File: config.mk
export PLATFORM = sky130hd
export DESIGN_NAME = xfer_seq_top
export DESIGN_NICKNAME = d
export VERILOG_FILES = /design/src/rtl/xfer_seq_pkg.sv /design/src/rtl/xfer_len_calc.sv /design/src/rtl/xfer_byte_ctr.sv /design/src/rtl/xfer_seq_top.sv
export SDC_FILE = /design/constraint.sdc
export NUM_CORES = 1
export LEC_CHECK = 0
export BUFFER_PORTS_ARGS = -buffer_cell sky130_fd_sc_hd__buf_2
export CAP_MARGIN = 0
export CELL_PAD_IN_SITES_DETAIL_PLACEMENT = 1
export CELL_PAD_IN_SITES_GLOBAL_PLACEMENT = 2
export CORE_ASPECT_RATIO = 1.5
export CORE_MARGIN = 2
export CORE_UTILIZATION = 32
export CTS_CLUSTER_DIAMETER = 100
export DETAILED_ROUTE_END_ITERATION = 10
export GPL_TIMING_DRIVEN = 0
export PLACE_DENSITY = 0.9
export SYNTH_ARGS = -nofsm -noshare
export SYNTH_HDL_FRONTEND = slang
export SYNTH_SLANG_ARGS = --single-unit
File: constraint.sdc
create_clock -name clk -period 4.9 [get_ports clk]
set_clock_uncertainty 0.2 [all_clocks]
set_input_delay 0 -clock clk [delete_from_list [all_inputs] [get_ports clk]]
set_output_delay 0 -clock clk [all_outputs]
set_load 0.01 [all_outputs]
File: src/rtl/xfer_seq_pkg.sv
package xfer_seq_pkg;

    localparam logic [2:0] OP_XFER     = 3'd0;
    localparam logic [2:0] OP_SEL      = 3'd1;
    localparam logic [2:0] OP_SEL_ATN  = 3'd2;
    localparam logic [2:0] OP_SEL_STOP = 3'd3;
    localparam logic [2:0] OP_STATUS   = 3'd4;

    localparam logic [7:0] INT_DONE = 8'h10;
    localparam logic [7:0] INT_SVC  = 8'h18;
    localparam logic [7:0] INT_GONE = 8'h20;
    localparam logic [7:0] INT_FC   = 8'h08;

    localparam logic [7:0] STA_STOP = 8'h12;
    localparam logic [7:0] STA_RESP = 8'h17;
    localparam logic [7:0] STA_TC   = 8'h10;

    localparam logic [2:0] SEQ_CMD  = 3'd4;

    typedef enum logic [1:0] {
        S_IDLE,
        S_PEND,
        S_MOVE,
        S_ZERO
    } seq_state_e;

    function automatic logic is_select(input logic [2:0] op);
        return (op == OP_SEL) || (op == OP_SEL_ATN) || (op == OP_SEL_STOP);
    endfunction

endpackage

File: src/rtl/xfer_len_calc.sv
module xfer_len_calc #(
    parameter int CNT_W = 16,
    parameter int CAP   = 32
) (
    input  logic [CNT_W-1:0] count,
    input  logic [CNT_W:0]   tgt_left,
    input  logic             capture,
    output logic [CNT_W:0]   move_len
);
    localparam int LEN_W = CNT_W + 1;
    localparam logic [LEN_W-1:0] FULL  = LEN_W'(1) << CNT_W;
    localparam logic [LEN_W-1:0] CAP_L = LEN_W'(CAP);

    logic [LEN_W-1:0] prog_len;
    logic [LEN_W-1:0] limit;

    always_comb begin
        prog_len = (count == '0) ? FULL : {1'b0, count};
        limit    = capture ? CAP_L : tgt_left;
        move_len = (prog_len < limit) ? prog_len : limit;
    end
endmodule

File: src/rtl/xfer_byte_ctr.sv
module xfer_byte_ctr #(
    parameter int W = 17
) (
    input  logic         clk,
    input  logic         rst_n,
    input  logic         load,
    input  logic [W-1:0] load_val,
    input  logic         dec,
    input  logic         clr,
    output logic [W-1:0] count,
    output logic         last
);
    always_ff @(posedge clk) begin
        if (!rst_n || clr) begin
            count <= '0;
        end else if (load) begin
            count <= load_val;
        end else if (dec && count != '0) begin
            count <= count - W'(1);
        end
    end

    assign last = (count == W'(1));
endmodule

File: src/rtl/xfer_seq_top.sv
module xfer_seq_top
    import xfer_seq_pkg::*;
#(
    parameter int CNT_W = 16,
    parameter int CAP   = 32,
    parameter int ID_W  = 3
) (
    input  logic                 clk,
    input  logic                 rst_n,
    input  logic                 cnt_wr,
    input  logic [CNT_W-1:0]     cnt_wdata,
    input  logic [ID_W-1:0]      bus_id,
    input  logic [(1<<ID_W)-1:0] tgt_present,
    input  logic [CNT_W:0]       tgt_len,
    input  logic                 tgt_dir_in,
    input  logic                 cmd_valid,
    input  logic [2:0]           cmd_op,
    input  logic                 dma_en,
    input  logic                 beat_ack,
    input  logic                 irq_ack,
    output logic [CNT_W-1:0]     count_q,
    output logic [CNT_W:0]       remain,
    output logic                 busy,
    output logic                 capture_mode,
    output logic [7:0]           stat,
    output logic [7:0]           intr,
    output logic [2:0]           seq,
    output logic                 irq
);
    localparam int LEN_W = CNT_W + 1;

    seq_state_e       state, nstate;
    logic [LEN_W-1:0] tgt_left;
    logic [LEN_W-1:0] move_len;
    logic [2:0]       pend_op;
    logic [2:0]       run_op;
    logic             ctr_last;

    logic in_ready, sel_req, sel_fire, sel_park;
    logic xfer_go, resp_go, beat_take, move_done;

    logic [7:0] sel_stat, sel_intr;
    logic [2:0] sel_seq;
    logic       sel_cap, sel_hit;

    // Command decode
    always_comb begin
        in_ready  = (state == S_IDLE) || (state == S_MOVE);
        sel_req   = cmd_valid && is_select(cmd_op) && in_ready;
        sel_fire  = ((state == S_PEND) && dma_en) || (sel_req && dma_en);
        sel_park  = sel_req && !dma_en;
        xfer_go   = (state == S_IDLE) && cmd_valid && (cmd_op == OP_XFER);
        resp_go   = (state == S_IDLE) && cmd_valid && (cmd_op == OP_STATUS);
        beat_take = (state == S_MOVE) && beat_ack && !sel_req;
        move_done = (beat_take && ctr_last) || (state == S_ZERO);
    end

    xfer_len_calc #(
        .CNT_W (CNT_W),
        .CAP   (CAP)
    ) i_len (
        .count    (count_q),
        .tgt_left (tgt_left),
        .capture  (capture_mode),
        .move_len (move_len)
    );

    xfer_byte_ctr #(
        .W (LEN_W)
    ) i_ctr (
        .clk      (clk),
        .rst_n    (rst_n),
        .load     (xfer_go),
        .load_val (move_len),
        .dec      (beat_take),
        .clr      (sel_req),
        .count    (remain),
        .last     (ctr_last)
    );

    // Selection outcome codes
    always_comb begin
        run_op   = (state == S_PEND) ? pend_op : cmd_op;
        sel_hit  = tgt_present[bus_id];
        sel_stat = 8'h00;
        sel_intr = INT_SVC;
        sel_seq  = SEQ_CMD;
        sel_cap  = 1'b0;
        if (!sel_hit) begin
            sel_intr = INT_GONE;
            sel_seq  = 3'd0;
        end else if (run_op == OP_SEL_STOP) begin
            sel_stat = STA_STOP;
            sel_cap  = 1'b1;
        end else if (tgt_len != '0) begin
            sel_stat = STA_TC | {7'd0, tgt_dir_in};
        end
    end

    // State register
    always_ff @(posedge clk) begin
        if (!rst_n) begin
            state <= S_IDLE;
        end else begin
            state <= nstate;
        end
    end

    // Next-state logic
    always_comb begin
        nstate = state;
        unique case (state)
            S_IDLE: begin
                if (sel_park) begin
                    nstate = S_PEND;
                end else if (xfer_go) begin
                    nstate = (move_len == '0) ? S_ZERO : S_MOVE;
                end
            end
            S_PEND: begin
                if (dma_en) nstate = S_IDLE;
            end
            S_MOVE: begin
                if (sel_req) begin
                    nstate = dma_en ? S_IDLE : S_PEND;
                end else if (beat_take && ctr_last) begin
                    nstate = S_IDLE;
                end
            end
            S_ZERO: nstate = S_IDLE;
            default: nstate = S_IDLE;
        endcase
    end

    assign busy = (state != S_IDLE);

    // Outputs and completion registers
    always_ff @(posedge clk) begin
        if (!rst_n) begin
            stat         <= 8'h00;
            intr         <= 8'h00;
            seq          <= 3'd0;
            irq          <= 1'b0;
            count_q      <= '0;
            tgt_left     <= '0;
            capture_mode <= 1'b0;
            pend_op      <= 3'd0;
        end else begin
            if (irq_ack) begin
                intr    <= 8'h00;
                stat[4] <= 1'b0;
                seq     <= SEQ_CMD;
                irq     <= 1'b0;
            end
            if (cnt_wr) begin
                count_q <= cnt_wdata;
                stat[4] <= 1'b0;
            end
            if (xfer_go) begin
                stat[4] <= 1'b0;
            end
            if (sel_park) begin
                pend_op <= cmd_op;
            end
            if (beat_take && !capture_mode) begin
                tgt_left <= tgt_left - LEN_W'(1);
            end
            if (resp_go) begin
                stat <= STA_RESP;
                intr <= INT_FC;
                seq  <= SEQ_CMD;
                irq  <= 1'b1;
            end
            if (sel_fire) begin
                stat         <= sel_stat;
                intr         <= sel_intr;
                seq          <= sel_seq;
                capture_mode <= sel_cap;
                irq          <= 1'b1;
                if (sel_hit) begin
                    tgt_left <= tgt_len;
                end
            end
            if (move_done) begin
                stat[4]      <= 1'b1;
                intr         <= INT_DONE;
                seq          <= 3'd0;
                count_q      <= '0;
                capture_mode <= 1'b0;
                irq          <= 1'b1;
            end
        end
    end
endmodule

==> flow_metrics.env <==
export IMPL_status="finished clean"
export IMPL_cts_setup_buffers=0
export IMPL_first_global_vias=4711
export IMPL_critPathMaxFanout=10
export IMPL_grt_pass1_wl_um=23800
export IMPL_wl_um=14500
export IMPL_hp_class="input pin to flop"
export IMPL_arrival_ns=3.86
export IMPL_die_w_um=96.9
export IMPL_gp_congestion=0.878
export IMPL_fillers=1543
export IMPL_async_flop_share_pct=0
export IMPL_hold_end="stat[0]$_SDFFE_PN0P_"
export IMPL_final_cell_mix="buf_2 (106), dfxtp_1 (65), nor2_1 (53)"
export IMPL_drt_initial_drc_count=96
export IMPL_power_switching_mw=0.467
export IMPL_slew_headroom_pct=50.7
export IMPL_regToRegSetupSlack_ns=1.07
export IMPL_fmax_ghz=0.261
export IMPL_syn_avg_cell_area_um2=8.41
export IMPL_post_dp_hpwl_um=11200
export IMPL_fp_dieH_um=143
export IMPL_synthCells=493
export IMPL_first_pass_iters=4
export IMPL_required_ns=4.93
export IMPL_clock_sinks=65
export IMPL_insertion_delay_ns=0.34
export IMPL_syn_area_um2=4140
export IMPL_clk_pin_slew_worst_paths_ns=0.05
export IMPL_final_setup_viol_count=0
export IMPL_grt_usage_pct=21.3
export IMPL_rsz0062_at_grt="false"
export IMPL_topRoutingLayerUsed="met4"
export IMPL_htree_levels=3
export IMPL_wl_met3_um=426
export IMPL_hold_viol=0
export IMPL_path_class="flop to flop"
export IMPL_ys_ff_latch=65
export IMPL_leakagePower_nw=2.37
export IMPL_num_rows=50
export IMPL_diodes=0
export IMPL_via_per_inst=5.27
export IMPL_syn_to_final_growth_pct=35.3
export IMPL_drv_slew=0
export IMPL_drc=0
export IMPL_io_pins=110
export IMPL_cts_buffers=9
export IMPL_p_sw_share_pct=29.4
export IMPL_antenna_found_initial=0
export IMPL_fin_nets=730
export IMPL_core_area_um2=12600
export IMPL_final_common_cell="buf_2"
export IMPL_share_comb_of_total_power_pct=23.9
export IMPL_cp_start_kind="flop"
export IMPL_postRouteAntennaNets=0
export IMPL_p_int_mw=1.12
export IMPL_synth_distinct_cells=68
export IMPL_place_port_buffers=97
export IMPL_whs_path_depth=4
export IMPL_r2r_start="capture_mode$_SDFFE_PP0N_"
export IMPL_ys_warn_count=0
export IMPL_synth_edf_count=0
export IMPL_ys_flop_type="dfxtp_1"
export IMPL_cp_end_kind="flop"
export IMPL_gr_total_overflow=0
export IMPL_root_buffer="clkbuf_16"
export IMPL_initial_core_util_pct=33.0
export IMPL_ff2ff_path_depth=11
export IMPL_wl_met1_um=5530
export IMPL_period_share_pct=78.1
export IMPL_worst_pin_slew_ns=0.740
export IMPL_p_seq_share_pct=37.2
export IMPL_holdWs_ns=0.0319
export IMPL_met2WireLength_um=8080
export IMPL_cts_buffer_depth=2
export IMPL_layout_drive_gt1_share_pct=25.1
export IMPL_fin_util_pct=44.6
export IMPL_vias=4309
export IMPL_tritoncts="yes"
export IMPL_period_needed_ns=3.83
export IMPL_p_clk_share_pct=38.9
export IMPL_wl_per_cell_um=17.8
export IMPL_min_from="cmd_op[2]"
export IMPL_cap_violations=0
export IMPL_cts_resized=0
export IMPL_synth_seq_area_share_pct=31.4
export IMPL_grt_max_degree=11
export IMPL_peakVddDrop_v=0.000136
export IMPL_powerDensity_nw_per_um2=284
export IMPL_crit_reg2reg_capture="i_ctr.count[9]$_SDFFE_PP0P_"
export IMPL_setup_tns_ns=0
export IMPL_dieArea_um2=13900
==> synthesized netlist by cell type, drive strengths merged (4+ instances only) <==
library cell  number  area share, %
clkbuf            25            2.3
inv               17            1.5
buf               25            4.1
nand2             21            1.9
nor3              22            2.7
nand4              9            1.4
a311oi             9            1.9
nor2              53            4.8
mux2               7            1.9
o21ai             23            3.0
mux2i             22            5.3
xor2               5            1.1
ha                19            5.7
nor4              12            2.0
a21oi             23            3.0
a211oi            13            2.5
or2                7            1.1
nand3             13            1.6
dfxtp             65             31
o211ai             5            1.0
o22ai              8            1.4
nor2b              4           0.60
xnor2             17            3.6
o2111ai            4           0.85
or3                6            1.0
nand2b            14            2.1
a31oi              7            1.1
==> logic make-up after synthesis <==
logic type | Yosys count | synth area share, %
adder cells (fa/ha/maj) | 19 | 5.74
AO/OA/AOI/OAI | 111 | 19.5
multiplexers | 31 | 8.30
AND/OR/NAND/NOR | 177 | 22.4
other | 1 | 0.0905
flip-flops | 65 | 31.4
XOR/XNOR | 22 | 4.65
buffers and inverters | 67 | 7.88
==> final cells by class <==
type | count | area (um2) | share of cell area (%)
multi-input cells | 371 | 2550 | 45.5
flip-flops and latches | 65 | 1300 | 23.2
repair buffers | 142 | 936 | 16.7
clock buffers | 14 | 284 | 5.07
plain buffers | 50 | 263 | 4.69
well taps | 156 | 195 | 3.48
inverters | 17 | 63.8 | 1.14
clock inverters | 2 | 10.0 | 0.179
==> routing by layer <==
layer,track usage (%),vias to the layer above
li1,-,2091
met1,22.0,2087
met2,42.1,100
met3,3.02,31
met4,9.79,0
met5,0,-
==> critical path, stage by stage, from the launching register on <==
cell       delay [ns]
dfxtp_1          0.39
clkbuf_1         0.35
clkbuf_1         0.35
nand2b_1         0.28
ha_1             0.29
nand4_1          0.14
a31oi_1          0.06
a2111oi_0        0.58
o211ai_2         0.29
buf_2            0.28
buf_2            0.22
a311oi_1         0.30
==> repair_timing <==
item                       4_1_cts  5_1_grt
hold buffers                    45        0
hold endpoints to repair        46        0
setup endpoints to repair        0        0
==> sequential cells by signal, summed over array words and instances, names as in the netlist <==
name,cells
capture_mode,1
count_q,16
i_ctr.count,17
intr,3
irq,1
pend_op,3
seq,1
stat,4
state,2
tgt_left,17
==> worst max path at each step <==
stage                                    startpoint                           end  cells after the start
after detailed placement  capture_mode$_SDFFE_PP0N_   i_ctr.count[9]$_SDFFE_PP0P_                     11
after global placement    capture_mode$_SDFFE_PP0N_  i_ctr.count[12]$_SDFFE_PP0P_                     11
final                     capture_mode$_SDFFE_PP0N_   i_ctr.count[9]$_SDFFE_PP0P_                     11
after CTS                 capture_mode$_SDFFE_PP0N_   i_ctr.count[9]$_SDFFE_PP0P_                     11
after global routing      capture_mode$_SDFFE_PP0N_  i_ctr.count[13]$_SDFFE_PP0P_                     11
after floorplan           capture_mode$_SDFFE_PP0N_  i_ctr.count[13]$_SDFFE_PP0P_                     11
==> power groups by stage <==
stage	clock network [mW]	logic [mW]	registers, mW
floorplan	0	0.232	0.598
global placement	0	0.337	0.600
detailed placement	0	0.349	0.601
CTS	0.629	0.378	0.591
global route	0.646	0.418	0.595
finish	0.619	0.380	0.591
==> metrics by stage <==
stage	setup slack (ns)	instance area, um2	total power [mW]	std cells
5_1_grt	0.844	5610	1.66	817
4_1_cts	1.08	5610	1.60	817
3_5_place_dp	1.11	4860	0.950	756
3_3_place_gp	1.13	4860	0.938	756
6_report	1.07	5610	1.59	817
2_1_floorplan	1.95	4180	0.830	503
Power figures use the tool's default switching activity.
